### src/rtl/fes_pkg.sv
package fes_pkg;
  localparam int MANT_W  = 5;
  localparam int RANGE_W = 2;
  localparam int CAP_W   = 2;
  localparam int NCH     = 2;
  localparam int CH_W    = MANT_W + RANGE_W + CAP_W;
  localparam int DATA_W  = NCH * CH_W + CAP_W;
  localparam int OUT_W   = 32;
  localparam int PAD_W   = OUT_W - DATA_W - 2;

  typedef struct packed {
    logic [CAP_W-1:0]   capid;
    logic [RANGE_W-1:0] rng;
    logic [MANT_W-1:0]  mant;
  } chan_t;
endpackage

### src/rtl/fes_bx_counter.sv
module fes_bx_counter #(
  parameter int ORBIT_LEN = 3564,
  localparam int BX_W = $clog2(ORBIT_LEN)
) (
  input  logic            clk,
  input  logic            rst,
  input  logic            orbit_mark,
  output logic [BX_W-1:0] bx,
  output logic            sync_err
);
  localparam logic [BX_W-1:0] LAST = BX_W'(ORBIT_LEN - 1);

  always_ff @(posedge clk) begin
    if (rst)             bx <= '0;
    else if (orbit_mark) bx <= BX_W'(1);
    else if (bx == LAST) bx <= '0;
    else                 bx <= bx + 1'b1;
  end

  // a marker is only legal while the count sits at zero
  assign sync_err = orbit_mark && (bx != '0);

  p_bx_range_r6: assert property (@(posedge clk) disable iff (rst) bx <= LAST);
  p_bx_wrap_r6: assert property (@(posedge clk) disable iff (rst)
    (bx == LAST && !orbit_mark) |=> bx == '0);
  p_bx_realign_r6: assert property (@(posedge clk) disable iff (rst)
    orbit_mark |=> bx == BX_W'(1));
endmodule

### src/rtl/fes_capid_check.sv
module fes_capid_check
  import fes_pkg::*;
(
  input  logic                      clk,
  input  logic                      rst,
  input  logic [NCH-1:0][CH_W-1:0]  chans,
  output logic                      cap_err
);
  logic [NCH-1:0] step_bad;
  logic [NCH-1:0] differs;
  logic           armed;

  always_ff @(posedge clk) begin
    if (rst) armed <= 1'b0;
    else     armed <= 1'b1;
  end

  for (genvar i = 0; i < NCH; i++) begin : g_ch
    chan_t            cur;
    chan_t            ref0;
    logic [CAP_W-1:0] prev;

    assign cur  = chans[i];
    assign ref0 = chans[0];

    always_ff @(posedge clk) begin
      if (rst) prev <= '0;
      else     prev <= cur.capid;
    end

    assign step_bad[i] = armed && (cur.capid != CAP_W'(prev + 1'b1));
    assign differs[i]  = (cur.capid != ref0.capid);
  end

  assign cap_err = (|differs) | (|step_bad);

  p_first_exempt_r5: assert property (@(posedge clk) disable iff (rst)
    !armed |-> step_bad == '0);
endmodule

### src/rtl/fes_err_report.sv
module fes_err_report (
  input  logic clk,
  input  logic rst,
  input  logic cap_err,
  input  logic sync_err,
  input  logic at_slot,
  output logic report
);
  logic held;

  // a new error wins over the clear of the slot crossing
  always_ff @(posedge clk) begin
    if (rst) held <= 1'b0;
    else     held <= cap_err | sync_err | (held & ~at_slot);
  end

  assign report = held & at_slot;

  p_hold_r7: assert property (@(posedge clk) disable iff (rst)
    (held && !at_slot) |=> held);
  p_capture_r4: assert property (@(posedge clk) disable iff (rst)
    (cap_err || sync_err) |=> held);
endmodule

### src/rtl/fes_fe_reset.sv
module fes_fe_reset (
  input  logic clk,
  input  logic rst,
  input  logic req,
  input  logic at_slot,
  output logic pulse
);
  logic pend;

  always_ff @(posedge clk) begin
    if (rst) begin
      pend  <= 1'b0;
      pulse <= 1'b0;
    end else begin
      pend  <= req | (pend & ~at_slot);
      pulse <= pend & at_slot;
    end
  end

  p_pulse_slot_r8: assert property (@(posedge clk) disable iff (rst)
    pulse |-> $past(at_slot) && $past(pend));
  p_pulse_single_r8: assert property (@(posedge clk) disable iff (rst)
    pulse |=> !pulse);
endmodule

### src/rtl/fes_pack.sv
module fes_pack
  import fes_pkg::*;
#(
  parameter logic [DATA_W-1:0] TEST_PATTERN = 20'hA5C3F
) (
  input  logic                     clk,
  input  logic                     rst,
  input  logic [NCH-1:0][CH_W-1:0] chans,
  input  logic                     pattern_en,
  input  logic                     force_en,
  input  logic [RANGE_W-1:0]       force_val,
  input  logic                     report,
  input  logic                     report_slot,
  output logic [OUT_W-1:0]         out_word
);
  logic [NCH-1:0][CH_W-1:0] fld;
  chan_t                    lead;
  logic                     live;

  assign lead = chans[0];

  for (genvar i = 0; i < NCH; i++) begin : g_fld
    chan_t c_in;
    assign c_in   = chans[i];
    assign fld[i] = {c_in.capid, (force_en ? force_val : c_in.rng), c_in.mant};
  end

  always_ff @(posedge clk) begin
    if (rst) begin
      out_word <= '0;
      live     <= 1'b0;
    end else begin
      live <= 1'b1;
      if (pattern_en) out_word <= {{PAD_W{1'b0}}, 1'b1, report, TEST_PATTERN};
      else            out_word <= {{PAD_W{1'b0}}, 1'b0, report, lead.capid, fld};
    end
  end

  p_pattern_r3: assert property (@(posedge clk) disable iff (rst)
    (live && $past(pattern_en)) |-> (out_word[DATA_W-1:0] == TEST_PATTERN && out_word[DATA_W+1]));
  p_err_slot_r7: assert property (@(posedge clk) disable iff (rst)
    out_word[DATA_W] |-> $past(report_slot));
  p_pad_zero_r1: assert property (@(posedge clk) disable iff (rst)
    out_word[OUT_W-1:DATA_W+2] == '0);
endmodule

### src/rtl/fe_sync_merge.sv
module fe_sync_merge
  import fes_pkg::*;
#(
  parameter int                ORBIT_LEN    = 3564,
  parameter int                REPORT_SLOT  = 3,
  parameter int                RESET_SLOT   = 2,
  parameter logic [DATA_W-1:0] TEST_PATTERN = 20'hA5C3F,
  localparam int BX_W = $clog2(ORBIT_LEN)
) (
  input  logic               clk,
  input  logic               rst,
  input  logic [CH_W-1:0]    ch0_word,
  input  logic [CH_W-1:0]    ch1_word,
  input  logic               orbit_mark,
  input  logic               pattern_en,
  input  logic               range_force_en,
  input  logic [RANGE_W-1:0] range_force_val,
  input  logic               fe_reset_req,
  output logic [OUT_W-1:0]   out_word,
  output logic               fe_reset_out
);
  logic [NCH-1:0][CH_W-1:0] chans;
  logic [BX_W-1:0]          bx;
  logic                     sync_err;
  logic                     cap_err;
  logic                     report;
  logic                     at_report;
  logic                     at_reset;

  assign chans     = {ch1_word, ch0_word};
  assign at_report = (bx == BX_W'(REPORT_SLOT));
  assign at_reset  = (bx == BX_W'(RESET_SLOT));

  fes_bx_counter #(.ORBIT_LEN(ORBIT_LEN)) u_cnt (
    .clk(clk), .rst(rst), .orbit_mark(orbit_mark), .bx(bx), .sync_err(sync_err)
  );

  fes_capid_check u_cap (
    .clk(clk), .rst(rst), .chans(chans), .cap_err(cap_err)
  );

  fes_err_report u_err (
    .clk(clk), .rst(rst), .cap_err(cap_err), .sync_err(sync_err),
    .at_slot(at_report), .report(report)
  );

  fes_fe_reset u_rst (
    .clk(clk), .rst(rst), .req(fe_reset_req), .at_slot(at_reset), .pulse(fe_reset_out)
  );

  fes_pack #(.TEST_PATTERN(TEST_PATTERN)) u_pack (
    .clk(clk), .rst(rst), .chans(chans), .pattern_en(pattern_en),
    .force_en(range_force_en), .force_val(range_force_val),
    .report(report), .report_slot(at_report), .out_word(out_word)
  );

  p_reset_quiet_r9: assert property (@(posedge clk)
    $past(rst) |-> (out_word == '0 && !fe_reset_out));
endmodule

### config.mk
export PLATFORM = sky130hd
export DESIGN_NAME = fe_sync_merge
export DESIGN_NICKNAME = d
export VERILOG_FILES = /design/src/rtl/fes_pkg.sv /design/src/rtl/fes_bx_counter.sv /design/src/rtl/fes_capid_check.sv /design/src/rtl/fes_err_report.sv /design/src/rtl/fes_fe_reset.sv /design/src/rtl/fes_pack.sv /design/src/rtl/fe_sync_merge.sv
export SDC_FILE = /design/constraint.sdc
export NUM_CORES = 1
export LEC_CHECK = 0
export ABC_AREA = 0
export BUFFER_PORTS_ARGS = -buffer_cell sky130_fd_sc_hd__buf_2
export CORE_UTILIZATION = 52
export DETAILED_ROUTE_END_ITERATION = 10
export PLACE_DENSITY = 0.95
export SETUP_SLACK_MARGIN = 0.5
export SYNTH_ARGS = -nofsm -noshare
export SYNTH_HDL_FRONTEND = slang
export SYNTH_SLANG_ARGS = --single-unit
### constraint.sdc
create_clock -name clk -period 2.1 [get_ports clk]
set_input_delay 0.105 -clock clk [delete_from_list [all_inputs] [get_ports clk]]
set_output_delay 0.105 -clock clk [all_outputs]
set_load 0.02 [all_outputs]
## Word-level counts from Yosys, hierarchy flattened

Index checks and enable logic that the tools add are counted.

| word-level totals | value |
|---|---|
| flip-flop bits (word level) | 52 |
| input bits | 26 |
| output and inout port bits | 33 |
| word-level logic and storage cells | 42 |

| cells by class | value |
|---|---|
| add/sub/neg operators | 3 |
| equal/unequal tests | 6 |
| multiplexer cells | 6 |
| bitwise logic cells | 10 |
| reductions and logical operators | 7 |

Operators with widths:

| operator | count |
|---|---|
| equality test 12 x 2 -> 1 bit, second input constant | 2 |
| 2-to-1 mux 22 bit | 1 |
| adder 12 x 1 -> 12 bit, second input constant | 1 |
| equality test 12 bit, second input constant | 1 |
| nonzero test 12 bit | 1 |
| != test 2 bit | 3 |
| adder 2 x 1 -> 2 bit, second input constant | 2 |
| bitwise AND 1 bit | 4 |
| 2-to-1 mux 2 bit | 2 |
| OR 1 bit | 4 |
| OR reduction 2 bit | 2 |
| logical AND 1 bit | 3 |
| 2-to-1 mux 1 bit | 3 |
| OR reduction 3 bit | 1 |
| NOT 1 bit | 2 |

## Logic depth before layout (Yosys ltp)

Gate-level depths: netlist (run 1).

| logic depth | value |
|---|---|
| depth after elaboration | 7 |
| depth in mapped cells | 5 |
| mapped depth without buffers | 5 |

## Modules after synthesis

A second synthesis (run 1) with hierarchy kept.

| unflattened totals | value |
|---|---|
| cell total of the unflattened synthesis | 184 |
| area total of the unflattened synthesis | 1,720.4 um2 |

Modules (own cells, without submodules):

| module | times used | cells an instance | area an instance (um2) | seq. area each (um2) |
|---|---|---|---|---|
| fes_pack | 1 | 73 | 716.9 | 420.4 |
| fes_bx_counter | 1 | 70 | 624.3 | 240.2 |
| fes_capid_check | 1 | 22 | 219.0 | 100.1 |
| fes_fe_reset | 1 | 7 | 66.3 | 40.0 |
| fe_sync_merge | 1 | 7 | 47.5 | 0.0 |
| fes_err_report | 1 | 5 | 46.3 | 20.0 |

## Worst setup path before layout (run 1)

OpenSTA, ideal clock, no wires.

| path | value |
|---|---|
| kind | register -> register |
| from | register u_cnt.bx[1] |
| to | register u_cnt.bx[0] |
| setup time | 127 ps |
| arrival | 1,292 ps |
| data required time | 1,973 ps |
| setup slack | 680 ps |
| cell stages (with the launch flop) | 6 |
| buffers on the path | 0 |
| period minus slack after synthesis | 1,420 ps |
| path through | dfxtp_1 -> ha_1 -> nand4_1 -> or3_4 -> a21oi_2 -> nor2_1 |

| between the ends | value |
|---|---|
| word-level cells in the longest chain between the ends | 3 |

Ends and longest elaborated chain:

| what | RTL line | RTL |
|---|---|---|
| start, declared | fes_bx_counter.sv:8 | `output logic [BX_W-1:0] bx,` |
| start signal, assigned | fes_bx_counter.sv:17 | `else bx <= bx + 1'b1;` |
| equality test 12 bit | fes_bx_counter.sv:16 | `else if (bx == LAST) bx <= '0;` |
| 2-to-1 mux 1 bit | fes_bx_counter.sv:16 |  |
| 2-to-1 mux 1 bit | fes_bx_counter.sv:15 | `else if (orbit_mark) bx <= BX_W'(1);` |

No other way between the ends.
A chain may end at the register's enable or synchronous reset.

## Final worst setup path (run 1)

| path | value |
|---|---|
| from | register u_cnt.bx[9] |
| to | register u_cnt.bx[0] |

Same word-level chain as after synthesis.

==> results of run 1 <==
flip-flops by register name, indices dropped and copies added, names as in the netlist:
signal           flops
u_cnt.bx            12
u_pack.out_word     21
u_cap.armed          1
u_rst.pulse          1
u_cap.g_ch.prev      4
u_err.held           1
u_rst.pend           1
power groups by stage:
stage | clock network (mW) | registers [mW] | logic [mW]
final | 0.619 | 0.824 | 0.187
after detailed placement | 0 | 0.841 | 0.170
after CTS | 0.627 | 0.823 | 0.185
after floorplan | 0 | 0.870 | 0.0912
after global placement | 0 | 0.838 | 0.166
after global routing | 0.660 | 0.828 | 0.206
kinds of logic (layout without fill, tap and decap cells):
family          after synthesis  count (layout)  share of synthesized area
other cells                   1              10                    0.00234
fa+ha+maj                     3               3                     0.0234
mux                           4               4                     0.0250
compound gates                8               8                     0.0289
simple gates                 79              79                      0.256
xor+xnor                     14              14                     0.0765
buf+inv                      21              73                     0.0757
flops                        41              41                      0.512
how the worst max path moves through the flow:
| stage | startpoint | end | slack [ps] | cells past startpoint |
|---|---|---|---|---|
| floorplan | u_cnt.bx[1] | u_cnt.bx[0] | 680 | 5 |
| global placement | u_cnt.bx[1] | u_cnt.bx[0] | 630 | 5 |
| detailed placement | u_cnt.bx[1] | u_cnt.bx[0] | 560 | 5 |
| CTS | u_cnt.bx[1] | u_cnt.bx[0] | 540 | 5 |
| global route | u_cnt.bx[1] | u_cnt.bx[0] | 530 | 5 |
| finish | u_cnt.bx[9] | u_cnt.bx[0] | 610 | 4 |
per-stage QoR:
stage | worst slack, ps | utilization | hold WS (ps) | area, sq um
2_1_floorplan | 680 | - | 177 | 1640
3_3_place_gp | 625 | 0.642 | 304 | 1820
3_5_place_dp | 555 | 0.642 | 310 | 1820
4_1_cts | 544 | 0.714 | 1.79 | 2020
5_1_grt | 528 | 0.722 | 10.8 | 2040
6_report | 610 | 0.722 | 8.48 | 2040
final cells by class:
class / instances / area, sq um / area share
clock inverter: 3 / 65.1 / 0.0319
inverter: 6 / 22.5 / 0.0110
clock buffer: 5 / 37.5 / 0.0184
sequential: 41 / 821 / 0.402
tap: 31 / 38.8 / 0.0190
multi-input combinational: 118 / 707 / 0.346
timing repair buffer: 59 / 350 / 0.172
placed cells by master (no fill, tap or decap), types with 2 or more instances in the layout:
| cell | n |
|---|---|
| bufinv_16 | 2 |
| nor2_1 | 32 |
| buf_2 | 48 |
| or2_2 | 2 |
| a21oi_1 | 3 |
| nand2_1 | 3 |
| and3_1 | 4 |
| xor2_1 | 6 |
| nor2b_1 | 10 |
| and2_1 | 4 |
| xnor2_1 | 8 |
| dfxtp_1 | 41 |
| dlygate4sd3_1 | 11 |
| ha_1 | 2 |
| nand2b_1 | 2 |
| nor4_1 | 2 |
| nor3_1 | 7 |
| mux2i_1 | 4 |
| inv_1 | 6 |
| conb_1 | 10 |
| nand3_1 | 2 |
| o21ai_0 | 2 |
| clkbuf_4 | 5 |
| nand4_1 | 5 |
cell usage after synthesis, types with 2 or more instances:
cell      instances
dfxtp_1          41
nor2_1           32
buf_4            11
nor2b_1          10
xnor2_1           8
nor3_1            7
inv_1             6
xor2_1            6
nand4_1           5
and2_1            4
and3_1            4
mux2i_1           4
a21oi_1           3
clkbuf_1          3
ha_1              3
nand2_1           3
nand2b_1          2
nand3_1           2
nor4_1            2
o21ai_0           2
or2_2             2
routing by layer:
layer  share of wire  wire [microns]  vias up
met3           0.042             129       10
met2            0.52            1620       41
li1                -               -      653
met5               0               0        -
met4           0.033             101        0
met1            0.40            1240      590
worst register-to-register path: stages, from the launching register on:
cell and delay (ps):
dfxtp_1 370, or3_1 410, or3_4 410, a21oi_2 140, nor2_1 40
timing repair:
item / 4_1_cts / 5_1_grt
hold endpoints to repair: 10 / 1
endpoints found under the setup margin: 0 / 12
resized for setup: 0 / 2
hold buffers: 10 / 1
==> metrics, run 1 <==
status=complete, but fails checks; required time worst endpoint=2340 ps; first-pass GRT wire length=5040 microns; clk buf depth=2; fraction of layout cells with a size suffix above 1=0.267; Combinational Power Share=0.115; Synth Register Bits=41; sequential power share=0.505; Async S/R FF share, synth=0; Total Neg Setup Slack=0 ps; post-synthesis sequential area ratio=0.512; Final Cycle Share=0.709; Layout area overhead=27.4%; minimum clock period=1490 ps; Fin. Hold Viols=0; Post-synth EDFFs=0; CTS Sinks=41; reported max-cap violation count=0; die footprint=3310 sq um; H-Tree Depth=2; Rows=19; Internal=1.26 mW; startpoint types=register; crit path kind=register to register; vias per cell=4.92; area leader, netlist=dfxtp_1; core area=2830 sq um; I/O Buffers=48; Cells after Synth=171; Vias=1,294; Hold Path Cell Cnt=3; Sw Share=0.228; root buf cell=clkbuf_4; DR WL/cell=11.7 microns; detailed router's first-iteration violation count=39; CP top delay family=simple AND/OR/NAND/NOR gates; final cell count without fillers=263; skew final=5.64 ps; CTS Buf Count=5; critical path, cell by cell=or3_1, or3_4, a21oi_2, nor2_1; Crit path buffers/inverters=0; CP Capture Type=register; final setup vio count=0; FMAX=671 MHz; CP max FO=4; vias in the first global route=1,236; Post-Place Cells=244; number of distinct library cells after synthesis=32; Ys Warns=0; Hold Path Sink=u_pack.out_word[14]; syn avg cell area=9.37 sq um; # DRC=4; GR Layer Usage met3=0.0612; Total Power=1.63 mW; Crit Reg-Reg Startpoint=u_cnt.bx[9]; leakage=0.942 nW; hpwl dp=2120 microns; I/O pins=59; met1 Use GR=0.206; height of the die=57.5 microns; top cell type's share of synthesized area=0.512; HP Start=ch1_word[5]; met2 global-route usage=0.367; DR pass1 iterations=9; violations in the final reports=DRC; initial antenna violation count=0; top cells by area, synth=dfxtp_1 (51%), nor2_1 (7.5%), buf_4 (5.2%); reg2reg path depth=4; gr ovfl total=0; RSZ-0062 raised after global routing=no; reg2reg setup slack=610 ps; CP max stage cell=or3_1; Antenna diodes=0; PwrDens=798 nW/um^2; Total GRT Usage=0.203; CP max stage delay=410 ps; die width=57.5 microns; postcts setup bufs=0; Peak supply drop=815 uV; busiest grt layer=met2; # fillers=218; Starting Density=0.567; largest net degree at the start of global routing=25; RD Place Congestion=0.779; Reg2Reg Capture Point=u_cnt.bx[0]; Crit path arrival time=1730 ps; Post-Route WL=3090 microns; Post-DRT Antenna Nets=0; Mapped Area=1600 sq um; Reg clk slew, reported paths=120 ps; P_sw=0.372 mW; Synth Flop Type=dfxtp_1; Final Slew Violations=0; Layout Nets=260; CTS tree=done; Clk pwr share=0.380; Tightest Hold Check Type=input pin to register; Skew-Pair Late Insertion Delay=350 ps
Note: power is estimated with default switching activity, not from simulation.
==> run 2: changes to the inputs <==
- CORE_UTILIZATION: 52 -> 48
- PLACE_DENSITY: 0.95 -> 0.89
- clock period: 2.1 -> 1.5 ns (I/O delays scaled with it)
==> run 2 against run 1 <==
  * The flow finishes with violations (hold timing)
  * Sequential share of layout area down 1.7 points
  * Utilization decreased by 2.7 points
  * Wire length is 11% higher
  * First-iteration DRC count up 10%
  * Sequential cell count stayed put
  * Combinational power increased by 59%
  * Clock power fell by 6.9%
  * Via count grew 4.6%
  * Register-to-register slack worse by 510 ps
  * Hold slack got worse by 14 ps
  * Largest cell class unchanged
==> metrics, run 2 (synthesized netlist as in run 1, its figures left out) <==
status=complete, but fails checks; violations in the final reports=hold timing; CP top delay family=simple AND/OR/NAND/NOR gates; Total Neg Setup Slack=0 ps; initial antenna violation count=0; RSZ-0062 raised after global routing=yes; Vias=1,354; Max Used Layer=met4; Rows=20; PnR worst setup slack=97.8 ps; Reg clk slew, reported paths=130 ps; die width=59.8 microns; DR WL/cell=12.0 microns; die footprint=3570 sq um; reported max-cap violation count=0; DR pass1 iterations=4; hpwl dp=2090 microns; RD Place Congestion=0.810; vias per cell=4.73; Final Cycle Share=0.935; CTS tree=done; height of the die=59.8 microns; Hold Path Sink=u_cnt.bx[0]; largest reg by FF count=u_pack.out_word; core area=3100 sq um; HP Start=orbit_mark; pre-CTS setup slack=72.8 ps; most used cell, CP=or3_4; I/O Buffers=48; fraction of layout cells with a size suffix above 1=0.326; CP max stage cell=or3_4; Final Slew Violations=0; skew final=7.86 ps; startpoint types=register; Crit path arrival time=1660 ps; Layout area overhead=34.6%; Crit path buffers/inverters=0; hold_ws=-5.56 ps; Total GRT Usage=0.204; reg2reg setup slack=100 ps; biggest regs=u_pack.out_word: 21 flops, u_cnt.bx: 12 flops, u_cap.g_ch.prev: 4 flops; detailed router's first-iteration violation count=43; CP Capture Type=register; Post-Route WL=3440 microns; # DRC=0; CP max FO=3; FMAX=713 MHz; Hold Path Cell Cnt=3; root buf cell=clkbuf_4; Layout Nets=270; WL met2=1890 microns; Tightest Hold Check Type=input pin to register; I/O pins=59; vias in the first global route=1,298; Antenna diodes=0; Fin. Hold Viols=1; CP max stage delay=420 ps; metal1 wirelength=1360 microns; clk buf depth=2; required time worst endpoint=1750 ps; Starting Density=0.517; Reg2Reg Capture Point=u_cnt.bx[1]; Peak supply drop=588 uV; final cell count without fillers=286; first-pass GRT wire length=5320 microns; most common cell after layout, fill and taps aside=buf_2; routed wl met3=127 microns; Crit Reg-Reg Startpoint=u_cnt.bx[4]; crit path kind=register to register; gr ovfl total=0; minimum clock period=1400 ps; Post-Place Cells=259; CTS Buf Count=5; CTS Sinks=41; max reg flops=21; largest net degree at the start of global routing=16; commonest non-fill, non-tap cells in the layout=buf_2 (48), dfxtp_1 (35), nor2_1 (32); reg2reg path depth=3; H-Tree Depth=2; Post-DRT Antenna Nets=0; critical path, cell by cell=or3_4, or3_4, and3_4; PwrDens=939 nW/um^2; final setup vio count=0; leakage=0.970 nW; Skew-Pair Late Insertion Delay=340 ps
-- run 2: cell type report --
cell class	count	area, sq um
repair buffers	69	438
clock buffers	5	37.5
clock inverters	3	25.0
well taps	44	55.1
flip-flops and latches	41	831
inverters	6	22.5
fillers	244	946
multi-input cells	118	748
-- run 2: worst register-to-register path, cell delays in order, from the launching register on --
cell and delay (ps):
dfxtp_2 340, or3_4 370, or3_4 420, and3_4 180
-- run 2: repair_timing --
item / in CTS / in global routing
pin swaps: 2 / 3
resized for setup: 6 / 7
hold buffers: 15 / 1
setup endpoints to repair: 16 / 16
setup buffers: 2 / 1
hold endpoints to repair: 16 / 3
-- run 2: worst max path at each step --
stage / start / cells after the start / to / slack [ps]
final: u_cnt.bx[4] / 3 / u_cnt.bx[1] / 100
after CTS: u_cnt.bx[4] / 4 / u_cnt.bx[0] / 100
after detailed placement: u_cnt.bx[4] / 4 / u_cnt.bx[10] / 70
after global placement: u_cnt.bx[4] / 4 / u_cnt.bx[4] / 100
after floorplan: u_cnt.bx[4] / 4 / u_cnt.bx[0] / 130
after global routing: u_cnt.bx[4] / 4 / u_cnt.bx[0] / 60
-- run 2: per-stage QoR --
stage | power, mW | hold slack [ps] | utilization | cell area (sq um)
after global routing | 2.12 | -19.3 | 0.695 | 2160
after detailed placement | 1.42 | 277 | 0.600 | 1860
after floorplan | 1.35 | 147 | - | 1650
after CTS | 2.02 | -18.0 | 0.681 | 2110
final | 2.02 | -5.56 | 0.695 | 2160
after global placement | 1.41 | 275 | 0.600 | 1860
-- run 2: layer usage --
metal	global-route usage	vias up
li1	-	675
met1	0.218	626
met2	0.370	45
met3	0.0433	8
met4	0.113	0
met5	0	-
-- run 2: where the power goes --
group	switching (mW)	internal, mW	total [mW]
clock	0.382	0.194	0.576
combinational	0.167	0.129	0.297
sequential	0.0162	1.14	1.15
total	0.566	1.46	2.02
